===== config.mk =====
export PLATFORM = sky130hd
export DESIGN_NAME = fifo_ptr_ctl
export DESIGN_NICKNAME = d
export VERILOG_FILES = /design/src/rtl/ptr_ctl_pkg.sv /design/src/rtl/strobe_edge.sv /design/src/rtl/wrap_ptr.sv /design/src/rtl/occupancy.sv /design/src/rtl/hop_token.sv /design/src/rtl/fifo_ptr_ctl.sv
export SDC_FILE = /design/constraint.sdc
export NUM_CORES = 1
export LEC_CHECK = 0
export ABC_AREA = 1
export BUFFER_PORTS_ARGS = -buffer_cell sky130_fd_sc_hd__buf_2
export CAP_MARGIN = 15
export CELL_PAD_IN_SITES_DETAIL_PLACEMENT = 1
export CELL_PAD_IN_SITES_GLOBAL_PLACEMENT = 1
export CORE_ASPECT_RATIO = 2
export CORE_MARGIN = 4
export CORE_UTILIZATION = 39
export CTS_CLUSTER_DIAMETER = 100
export DETAILED_ROUTE_END_ITERATION = 6
export HOLD_SLACK_MARGIN = 0.1
export PLACE_DENSITY = 0.84
export SLEW_MARGIN = 20
export SYNTH_ARGS = -nofsm -noshare
export SYNTH_HDL_FRONTEND = slang
export SYNTH_SLANG_ARGS = --single-unit

===== constraint.sdc =====
create_clock -name clk -period 2.2 [get_ports clk]
set_input_delay 0.33 -clock clk [delete_from_list [all_inputs] [get_ports clk]]
set_output_delay 0.33 -clock clk [all_outputs]
set_load 0.05 [all_outputs]

===== src/rtl/ptr_ctl_pkg.sv =====
package ptr_ctl_pkg;

   typedef enum logic {
      MODE_SOLO  = 1'b0,
      MODE_CHAIN = 1'b1
   } exp_mode_e;

   typedef struct packed {
      logic fall;
      logic rise;
   } strobe_ev_t;

endpackage


===== src/rtl/strobe_edge.sv =====
module strobe_edge
   import ptr_ctl_pkg::*;
(
   input  logic       clk,
   input  logic       rst_n,
   input  logic       strobe_n,
   output strobe_ev_t ev
);
   logic prev_q;

   always_ff @(posedge clk) begin
      if (!rst_n) prev_q <= 1'b1;
      else        prev_q <= strobe_n;
   end

   always_comb begin
      ev.fall = prev_q & ~strobe_n;
      ev.rise = ~prev_q & strobe_n;
   end
endmodule


===== src/rtl/wrap_ptr.sv =====
module wrap_ptr #(
   parameter int DEPTH = 16,
   localparam int AW = $clog2(DEPTH)
) (
   input  logic          clk,
   input  logic          rst_n,
   input  logic          step,
   input  logic          rewind,
   output logic [AW-1:0] ptr,
   output logic          at_last
);
   localparam logic [AW-1:0] LAST = AW'(DEPTH - 1);

   always_ff @(posedge clk) begin
      if (!rst_n)      ptr <= '0;
      else if (rewind) ptr <= '0;
      else if (step)   ptr <= (ptr == LAST) ? '0 : ptr + 1'b1;
   end

   assign at_last = (ptr == LAST);
endmodule


===== src/rtl/occupancy.sv =====
module occupancy #(
   parameter int DEPTH = 16,
   localparam int AW = $clog2(DEPTH)
) (
   input  logic        clk,
   input  logic        rst_n,
   input  logic        inc,
   input  logic        dec,
   input  logic        load,
   input  logic [AW:0] load_val,
   output logic        full,
   output logic        empty,
   output logic        over_half
);
   localparam logic [AW:0] CAP  = (AW+1)'(DEPTH);
   localparam logic [AW:0] HALF = (AW+1)'(DEPTH / 2);

   logic [AW:0] cnt_q;

   always_ff @(posedge clk) begin
      if (!rst_n)            cnt_q <= '0;
      else if (load)         cnt_q <= load_val;
      else if (inc && !dec)  cnt_q <= cnt_q + 1'b1;
      else if (dec && !inc)  cnt_q <= cnt_q - 1'b1;
   end

   assign full      = (cnt_q == CAP);
   assign empty     = (cnt_q == '0);
   assign over_half = (cnt_q > HALF);
endmodule


===== src/rtl/hop_token.sv =====
module hop_token (
   input  logic clk,
   input  logic rst_n,
   input  logic init_own,
   input  logic take,
   input  logic give,
   output logic own,
   output logic hop_pulse
);
   always_ff @(posedge clk) begin
      if (!rst_n) begin
         own       <= init_own;
         hop_pulse <= 1'b0;
      end else begin
         hop_pulse <= give;
         if (take)      own <= 1'b1;
         else if (give) own <= 1'b0;
      end
   end
endmodule


===== src/rtl/fifo_ptr_ctl.sv =====
module fifo_ptr_ctl
   import ptr_ctl_pkg::*;
#(
   parameter int        DEPTH = 16,
   parameter exp_mode_e MODE  = MODE_SOLO,
   localparam int       AW    = $clog2(DEPTH)
) (
   input  logic          clk,
   input  logic          rst_n,
   input  logic          wr_n,
   input  logic          rd_req,
   input  logic          rt_n,
   input  logic          soclk,
   input  logic          xi_wr,
   input  logic          xi_rd,
   output logic          xo_wr,
   output logic          xo_rd,
   output logic          ram_we,
   output logic [AW-1:0] wr_addr,
   output logic [AW-1:0] rd_addr,
   output logic          full,
   output logic          empty,
   output logic          rst_fault
);
   if (DEPTH < 4 || (1 << AW) != DEPTH) begin : g_bad_depth
      $error("fifo_ptr_ctl: DEPTH must be a power of two and at least 4");
   end

   strobe_ev_t wev;
   logic       armed_q;
   logic       wr_turn, rd_turn;
   logic       rd_go, rewind;
   logic       wr_last, rd_last;
   logic       over_half;
   logic [AW:0] reload;

   strobe_edge u_wedge (
      .clk      (clk),
      .rst_n    (rst_n),
      .strobe_n (wr_n),
      .ev       (wev)
   );

   // A write is decided on the falling strobe and committed on the rising one.
   always_ff @(posedge clk) begin
      if (!rst_n)        armed_q <= 1'b0;
      else if (wev.fall) armed_q <= !full && wr_turn;
      else if (wev.rise) armed_q <= 1'b0;
   end

   assign ram_we = wev.rise & armed_q;
   assign rd_go  = rd_req & ~empty & rd_turn;
   assign reload = {1'b0, wr_addr} + {{AW{1'b0}}, ram_we};

   wrap_ptr #(.DEPTH(DEPTH)) u_wptr (
      .clk     (clk),
      .rst_n   (rst_n),
      .step    (ram_we),
      .rewind  (1'b0),
      .ptr     (wr_addr),
      .at_last (wr_last)
   );

   wrap_ptr #(.DEPTH(DEPTH)) u_rptr (
      .clk     (clk),
      .rst_n   (rst_n),
      .step    (rd_go),
      .rewind  (rewind),
      .ptr     (rd_addr),
      .at_last (rd_last)
   );

   occupancy #(.DEPTH(DEPTH)) u_occ (
      .clk       (clk),
      .rst_n     (rst_n),
      .inc       (ram_we),
      .dec       (rd_go),
      .load      (rewind),
      .load_val  (reload),
      .full      (full),
      .empty     (empty),
      .over_half (over_half)
   );

   if (MODE == MODE_CHAIN) begin : g_chain
      assign rewind = 1'b0;

      hop_token u_wtok (
         .clk       (clk),
         .rst_n     (rst_n),
         .init_own  (~rt_n),
         .take      (xi_wr),
         .give      (ram_we & wr_last),
         .own       (wr_turn),
         .hop_pulse (xo_wr)
      );

      hop_token u_rtok (
         .clk       (clk),
         .rst_n     (rst_n),
         .init_own  (~rt_n),
         .take      (xi_rd),
         .give      (rd_go & rd_last),
         .own       (rd_turn),
         .hop_pulse (xo_rd)
      );
   end else begin : g_solo
      assign rewind  = ~rt_n;
      assign wr_turn = 1'b1;
      assign rd_turn = 1'b1;
      assign xo_wr   = over_half;
      assign xo_rd   = 1'b0;
   end

   always_ff @(posedge clk) begin
      if (!rst_n) rst_fault <= ~wr_n | soclk;
   end
endmodule


==> results of run 1 <==
## worst max path at each step
stage | from | endpoint | slack, ps | cells past startpoint
floorplan | u_wedge.prev_q | u_occ.cnt_q[4] | 260 | 13
global placement | wr_n | u_occ.cnt_q[4] | 220 | 13
detailed placement | wr_n | u_occ.cnt_q[3] | 90 | 13
CTS | u_occ.cnt_q[0] | u_occ.cnt_q[3] | 120 | 12
global route | u_occ.cnt_q[0] | u_occ.cnt_q[3] | 1 | 12
finish | u_occ.cnt_q[0] | u_occ.cnt_q[4] | 190 | 12
## power by group through the flow
stage	clock [mW]	sequential, mW	combinational (mW)
finish	0.258	0.336	0.303
global route	0.282	0.338	0.336
CTS	0.266	0.332	0.302
detailed placement	0	0.339	0.299
global placement	0	0.338	0.283
floorplan	0	0.347	0.222
## per-layer routing
layer | share of wire [%] | up-vias | wire length, um
li1 | - | 507 | -
met1 | 35 | 481 | 1010
met2 | 60 | 21 | 1710
met3 | 3.2 | 5 | 92
met4 | 1.3 | 0 | 36
met5 | 0 | - | 0
## worst reg2reg max path: stages (launching register included)
cell and delay [ps]:
dfxtp_1 380, nor2_4 160, nand3_4 130, nand2_4 140
nand2_4 90, ha_1 330, a21oi_1 220, nand2_1 70
nand2_1 90, nand2_1 60, nand2_1 70, nand3_1 90
a21oi_2 120
## repair_timing
item                                    4_1_cts  5_1_grt
endpoints found under the setup margin        0        2
setup buffers                                 0        0
resized for setup                             0        4
## cell usage after synthesis, types with 2 or more instances
cell type	n	share of area, %
o21ai_0	11	5.1
nand3_4	2	3.2
nand3_1	8	3.7
inv_1	15	5.2
nor2_1	14	4.8
ha_1	9	10
nor3_1	6	2.8
inv_2	2	0.69
nor3b_1	2	1.4
a21oi_1	7	3.2
nor2_2	3	1.7
nand3b_1	2	1.4
nand2_4	4	4.1
a21oi_2	2	1.6
dfxtp_1	15	28
nand2_1	21	7.2
## layout make-up
type,count,share of cell area (%)
Multi-Input combinational cell,105,54.0
Timing Repair Buffer,19,7.68
Sequential cell,16,26.0
Inverter,17,5.22
Tap cell,28,2.76
Clock buffer,4,4.33
## sequential cells by signal (all words and copies together) (netlist names)
signal,count
armed_q,1
u_occ.cnt_q,5
u_wedge.prev_q,1
u_wptr.ptr,4
u_rptr.ptr,4
rst_fault,1
## logic make-up after synthesis
logic type               Yosys count
AND/OR/NAND/NOR                   68
AO/OA/AOI/OAI                     25
buffers and inverters             20
flip-flops                        16
adder cells (fa/ha/maj)           10
XOR/XNOR                           1
other                              1
==> key figures, run 1 <==
Clocking
  • CTS tree: built
  • Clock root buffer: clkbuf_8
  • CTS Hold Bufs: 0
  • Reg clk slew, reported paths: 60 ps
  • Clock Latency Late Sink: around 250 ps
  • Sink Count: 16
  • Num CTS Buffers: 3
  • Clk buf depth: 2
  • CTS H-tree depth: 1

Route
  • ANT nets after route: 0
  • Via/cell ratio: 5.37
  • DRT Wirelength: 2.85 mm
  • DRT Pass-1 Iters: 4
  • Residual DRC count: 0
  • DRT iter0 DRCs: 4
  • Per-cell routed wire length: 15.1 um
  • Via count: 1,014

Global routing
  • Largest net degree at the start of global routing: 11
  • Met3 Use GR: approximately 2.4%
  • Initial antenna violation count: 0
  • Grt met1 use: between 15 and 20%
  • First-pass GRT wire length: around 4.7 mm
  • Vias in the first global route: between 1,000 and 1,500
  • Total global-route track usage: 16.5%
  • Grt met2 use: about 33%
  • Total congestion overflow: 0
  • GRT busiest layer: met2

Worst setup path
  • Critical Path, Cell by Cell: nor2_4 -> nand3_4 -> nand2_4 -> nand2_4 -> ha_1 -> a21oi_1 -> nand2_1 -> nand2_1 -> nand2_1 -> nand2_1 -> nand3_1 -> a21oi_2
  • Crit-path max cell delay: 380 ps
  • Critical path endpoint category: register
  • Worst-path maximum fanout: 7
  • Reg-to-reg startpoint: u_occ.cnt_q[0]
  • Crit-path slowest cell: dfxtp_1
  • Worst r2r dst: u_occ.cnt_q[4]
  • CP startpoint kind: register
  • Setup slack, reg-to-reg: 190 ps
  • CP most frequent cell: nand2_1
  • WS Path Type: register to register
  • CP top delay family: simple AND/OR/NAND/NOR gates
  • Worst path bufs/invs: 0
  • Critical path arrival: 2200 ps
  • Critical path required time: 2380 ps
  • FF-to-FF path depth: 12

Placement
  • Placed cell area: 1200 sq um
  • Placed Cells: 185
  • Detailed Place HPWL: 2.35 mm
  • Port buffer count: 18
  • Routability cong.: 0.788
  • DP Worst Slack: 87.8 ps

Finish
  • ANT cells: 0
  • Post-route cell area: 1270 sq um
  • P&R area growth vs syn: 16.6%
  • Nets: 180
  • Most common cell after layout, fill and taps aside: nand2_1
  • Non-Filler Instances: 189
  • Area of the multi-input gates: 687 sq um
  • Commonest cells after routing, fill and taps aside: nand2_1, buf_2, inv_1, dfxtp_1, nor2_1
  • Final design utilization: 48.8%
  • Fillers: approximately 340
  • Layout cells sized above 1: 26.7%
  • Sequential cell area: about 330 sq um

Worst hold path
  • Hold wc startpoint: wr_n
  • Hold Path Sink: u_wedge.prev_q
  • Min-delay worst type: input pin to register
  • Hold path depth: 3

Yosys
  • Simple-gate share of the synthesized area: 34.6%
  • Post-synth EDFFs: 1
  • Synth Flop Type: dfxtp_1
  • Syn_nets: 159
  • Avg Inst Size Synth: between 7 and 8 sq um
  • Post-synthesis xor/xnor area fraction: 0.804%
  • Compound-gate portion of the synthesized area: 13.9%
  • Asr flop ratio synth: 0%
  • Mux cell area share after synthesis: 0%
  • Sequential area share after synthesis: 30.3%
  • Yosys reg bits: 16
  • Cell Area, Synth: 1090 sq um
  • Cell variety after synth: 34
  • Cells after Synth: ~140
  • Post-synthesis adder-cell area fraction: 12.2%
  • Ys Warns: 0
  • Main combinational cell family by area after synthesis: simple AND/OR/NAND/NOR gates

Timing
  • Final Setup Violations: 0
  • Final clock skew: 4.35 ps
  • Fin crit share: 91.5%
  • Maximum operating frequency: between 0.4 and 0.5 GHz
  • Tmin final: slightly above 2000 ps
  • Final Hold Fails: 0
  • PnR worst setup slack: 188 ps
  • Slew Limit Fails: 0
  • Worst hold slack: 315 ps
  • Setup TNS Final: 0 ps
  • RSZ-0062 raised after global routing: false

Die
  • Die height: ~83 um
  • Core area: between 2000 and 3000 sq um
  • Io pins: 22
  • Initial cell density of the core: 41.9%
  • DIE WIDTH: around 45 um
  • Placement row count: 26
  • Die area: between 3000 and 4000 sq um

Power and ir drop
  • Pleak: 0.598 nW
  • P per Cell Area: 706 nW/um^2
  • Switch share: 36.8%
  • Reg power frac: 37.4%
  • Gate power share: 33.8%
  • Tot Pwr: between 0.8 and 0.9 mW
  • Worst VDD drop: around 380 uV
  • Clk network pwr share: 28.8%
  • Sw power: about 0.33 mW
  • Internal Pwr Total: 0.567 mW

Status
  • Status: finished clean

Job
  • Max_cap viols: 0
Power figures use the tool's default switching activity.
==> run 2: changes to the inputs <==
--- a/config.mk
+++ b/config.mk
@@ -17,6 +17,7 @@
 export DETAILED_ROUTE_END_ITERATION = 6
 export HOLD_SLACK_MARGIN = 0.1
 export PLACE_DENSITY = 0.84
+export RECOVER_POWER = 25
 export SLEW_MARGIN = 20
 export SYNTH_ARGS = -nofsm -noshare
 export SYNTH_HDL_FRONTEND = slang
==> run 2 against run 1 <==
Count of clock-buffer cells in the layout is the same. Clock skew is the same. Sequential share of layout area is essentially flat. Die area is the same. Core utilization is essentially flat. Cell area is essentially flat. Final cell count is the same. Critical path depth is the same. Worst hold slack is the same. Routed wire length is the same. Largest power group unchanged.
==> key figures, run 2 (synthesized netlist as in run 1, its figures left out) <==
Worst setup path
  • CP startpoint kind: register (unchanged)
  • Critical path arrival: 2200 ps (about the same)
  • Worst-path maximum fanout: 7 (unchanged)
  • WS Path Type: register to register (unchanged)
  • Critical path required time: 2380 ps (about the same)
  • Critical path endpoint category: register (unchanged)

Route
  • DRT iter0 DRCs: 4 (unchanged)
  • Via count: 1,014 (unchanged)
  • Metal2 WL: 1.71 mm (unchanged)
  • Via/cell ratio: 5.37 (unchanged)
  • ANT nets after route: 0 (unchanged)
  • DRT Pass-1 Iters: 4 (unchanged)
  • Metal3 WL: 92 um (unchanged)
  • DRT Wirelength: 2.85 mm (unchanged)
  • Uppermost routed layer: met4 (unchanged)
  • Per-cell routed wire length: 15.1 um (unchanged)
  • Metal-1 WL: 1.01 mm (unchanged)
  • Residual DRC count: 0 (unchanged)

Finish
  • Layout cells sized above 1: 26.1% (was 26.7%)
  • Max reg flops: 5 (unchanged)
  • Final design utilization: 48.8% (about the same)
  • ANT cells: 0 (unchanged)
  • Largest reg by FF count: u_occ.cnt_q (unchanged)
  • Biggest regs: u_occ.cnt_q x5, u_rptr.ptr x4, u_wptr.ptr x4 (unchanged)
  • P&R area growth vs syn: 16.5% (was 16.6%)
  • Most common cell after layout, fill and taps aside: nand2_1 (unchanged)
  • Nets: 180 (unchanged)
  • Commonest cells after routing, fill and taps aside: nand2_1, buf_2, inv_1, dfxtp_1, nor2_1 (unchanged)

Timing
  • Final Hold Fails: 0 (unchanged)
  • PnR worst setup slack: 188 ps (unchanged)
  • Fin crit share: 91.5% (unchanged)
  • RSZ-0062 raised after global routing: false (unchanged)
  • Final clock skew: 4.35 ps (unchanged)
  • Setup TNS Final: 0 ps (unchanged)
  • Tmin final: 2010 ps (unchanged)
  • Slew Limit Fails: 0 (unchanged)
  • Slew margin rel.: 60.5%
  • Worst-Margin Slew: 595 ps
  • Maximum operating frequency: 0.497 GHz (unchanged)
  • Final Setup Violations: 0 (unchanged)

Global routing
  • Initial antenna violation count: 0 (unchanged)
  • Total congestion overflow: 0 (unchanged)
  • Vias in the first global route: 1,100 (unchanged)
  • Largest net degree at the start of global routing: 11 (unchanged)
  • First-pass GRT wire length: 4.68 mm (unchanged)
  • Total global-route track usage: 16.5% (unchanged)

Placement
  • Routability cong.: 0.788 (unchanged)
  • Port buffer count: 18 (unchanged)
  • Detailed Place HPWL: 2.35 mm (unchanged)
  • DP Worst Slack: 87.8 ps (unchanged)

Clocking
  • Clock root buffer: clkbuf_8 (unchanged)
  • Clock Latency Late Sink: 250 ps (about the same)
  • Clk buf depth: 2 (unchanged)
  • Num CTS Buffers: 3 (unchanged)
  • Sink Count: 16 (unchanged)
  • CTS H-tree depth: 1 (unchanged)
  • Reg clk slew, reported paths: 60 ps (about the same)
  • CTS tree: built (unchanged)

Die
  • Placement row count: 26 (unchanged)
  • Initial cell density of the core: 41.9% (unchanged)
  • Die area: 3760 sq um (unchanged)
  • DIE WIDTH: 45.4 um (unchanged)
  • Die height: 82.8 um (unchanged)
  • Io pins: 22 (unchanged)
  • Core area: 2600 sq um (unchanged)

Job
  • Max_cap viols: 0 (unchanged)

Power and ir drop
  • Pleak: 0.596 nW (was 0.598 nW)
  • Worst VDD drop: 380 uV (unchanged)
  • P per Cell Area: 707 nW/um^2 (was 706 nW/um^2)

Worst hold path
  • Min-delay worst type: input pin to register (unchanged)

Status
  • Status: finished clean (unchanged)
-- run 2: metal layers --
layer / up-vias / GRT usage, %
li1: 507 / -
met3: 5 / 2.39
met2: 21 / 32.6
met4: 0 / 5.28
met5: - / 0
met1: 481 / 16.4
-- run 2: cell type report --
| cell class | instances | area (sq um) |
|---|---|---|
| Tap cell | 28 | 35.0 |
| Clock buffer | 4 | 55.1 |
| Timing Repair Buffer | 19 | 96.3 |
| Fill cell | 343 | 1330 |
| Multi-Input combinational cell | 105 | 687 |
| Inverter | 17 | 66.3 |
| Sequential cell | 16 | 330 |
-- run 2: worst paths after layout --
path | startpoint | end | slack (ps) | cells past startpoint
min | wr_n | u_wedge.prev_q | 320 | 3
max reg2reg | u_occ.cnt_q[0] | u_occ.cnt_q[4] | 190 | 12
max | u_occ.cnt_q[0] | u_occ.cnt_q[4] | 190 | 12
min reg2reg | armed_q | armed_q | 500 | 2
-- run 2: power breakdown --
group	internal, mW	total (mW)	switching, mW
registers	0.311	0.336	0.0247
logic	0.0968	0.303	0.206
clock network	0.159	0.258	0.0998
total	0.567	0.898	0.331
-- run 2: timing repair --
action	CTS	global route
setup buffers	0	0
hold buffers	0	0
setup endpoints to repair	0	2
resized for setup	0	4
-- run 2: stage by stage --
stage                     hold slack, ps  total power, mW  area (sq um)  instances
after floorplan                      437            0.569          1090        141
after global placement               478            0.620          1200        185
after detailed placement             491            0.638          1200        185
after CTS                            312            0.901          1250        189
after global routing                 319            0.956          1270        189
final                                315            0.898          1270        189
-- run 2: worst max-delay path: stages (launching register included) --
cell and delay [ps]:
dfxtp_1 380, nor2_4 160, nand3_4 130, nand2_4 140, nand2_4 90, ha_1 330, a21oi_1 220, nand2_1 70
nand2_1 90, nand2_1 60, nand2_1 70, nand3_1 90, a21oi_2 120
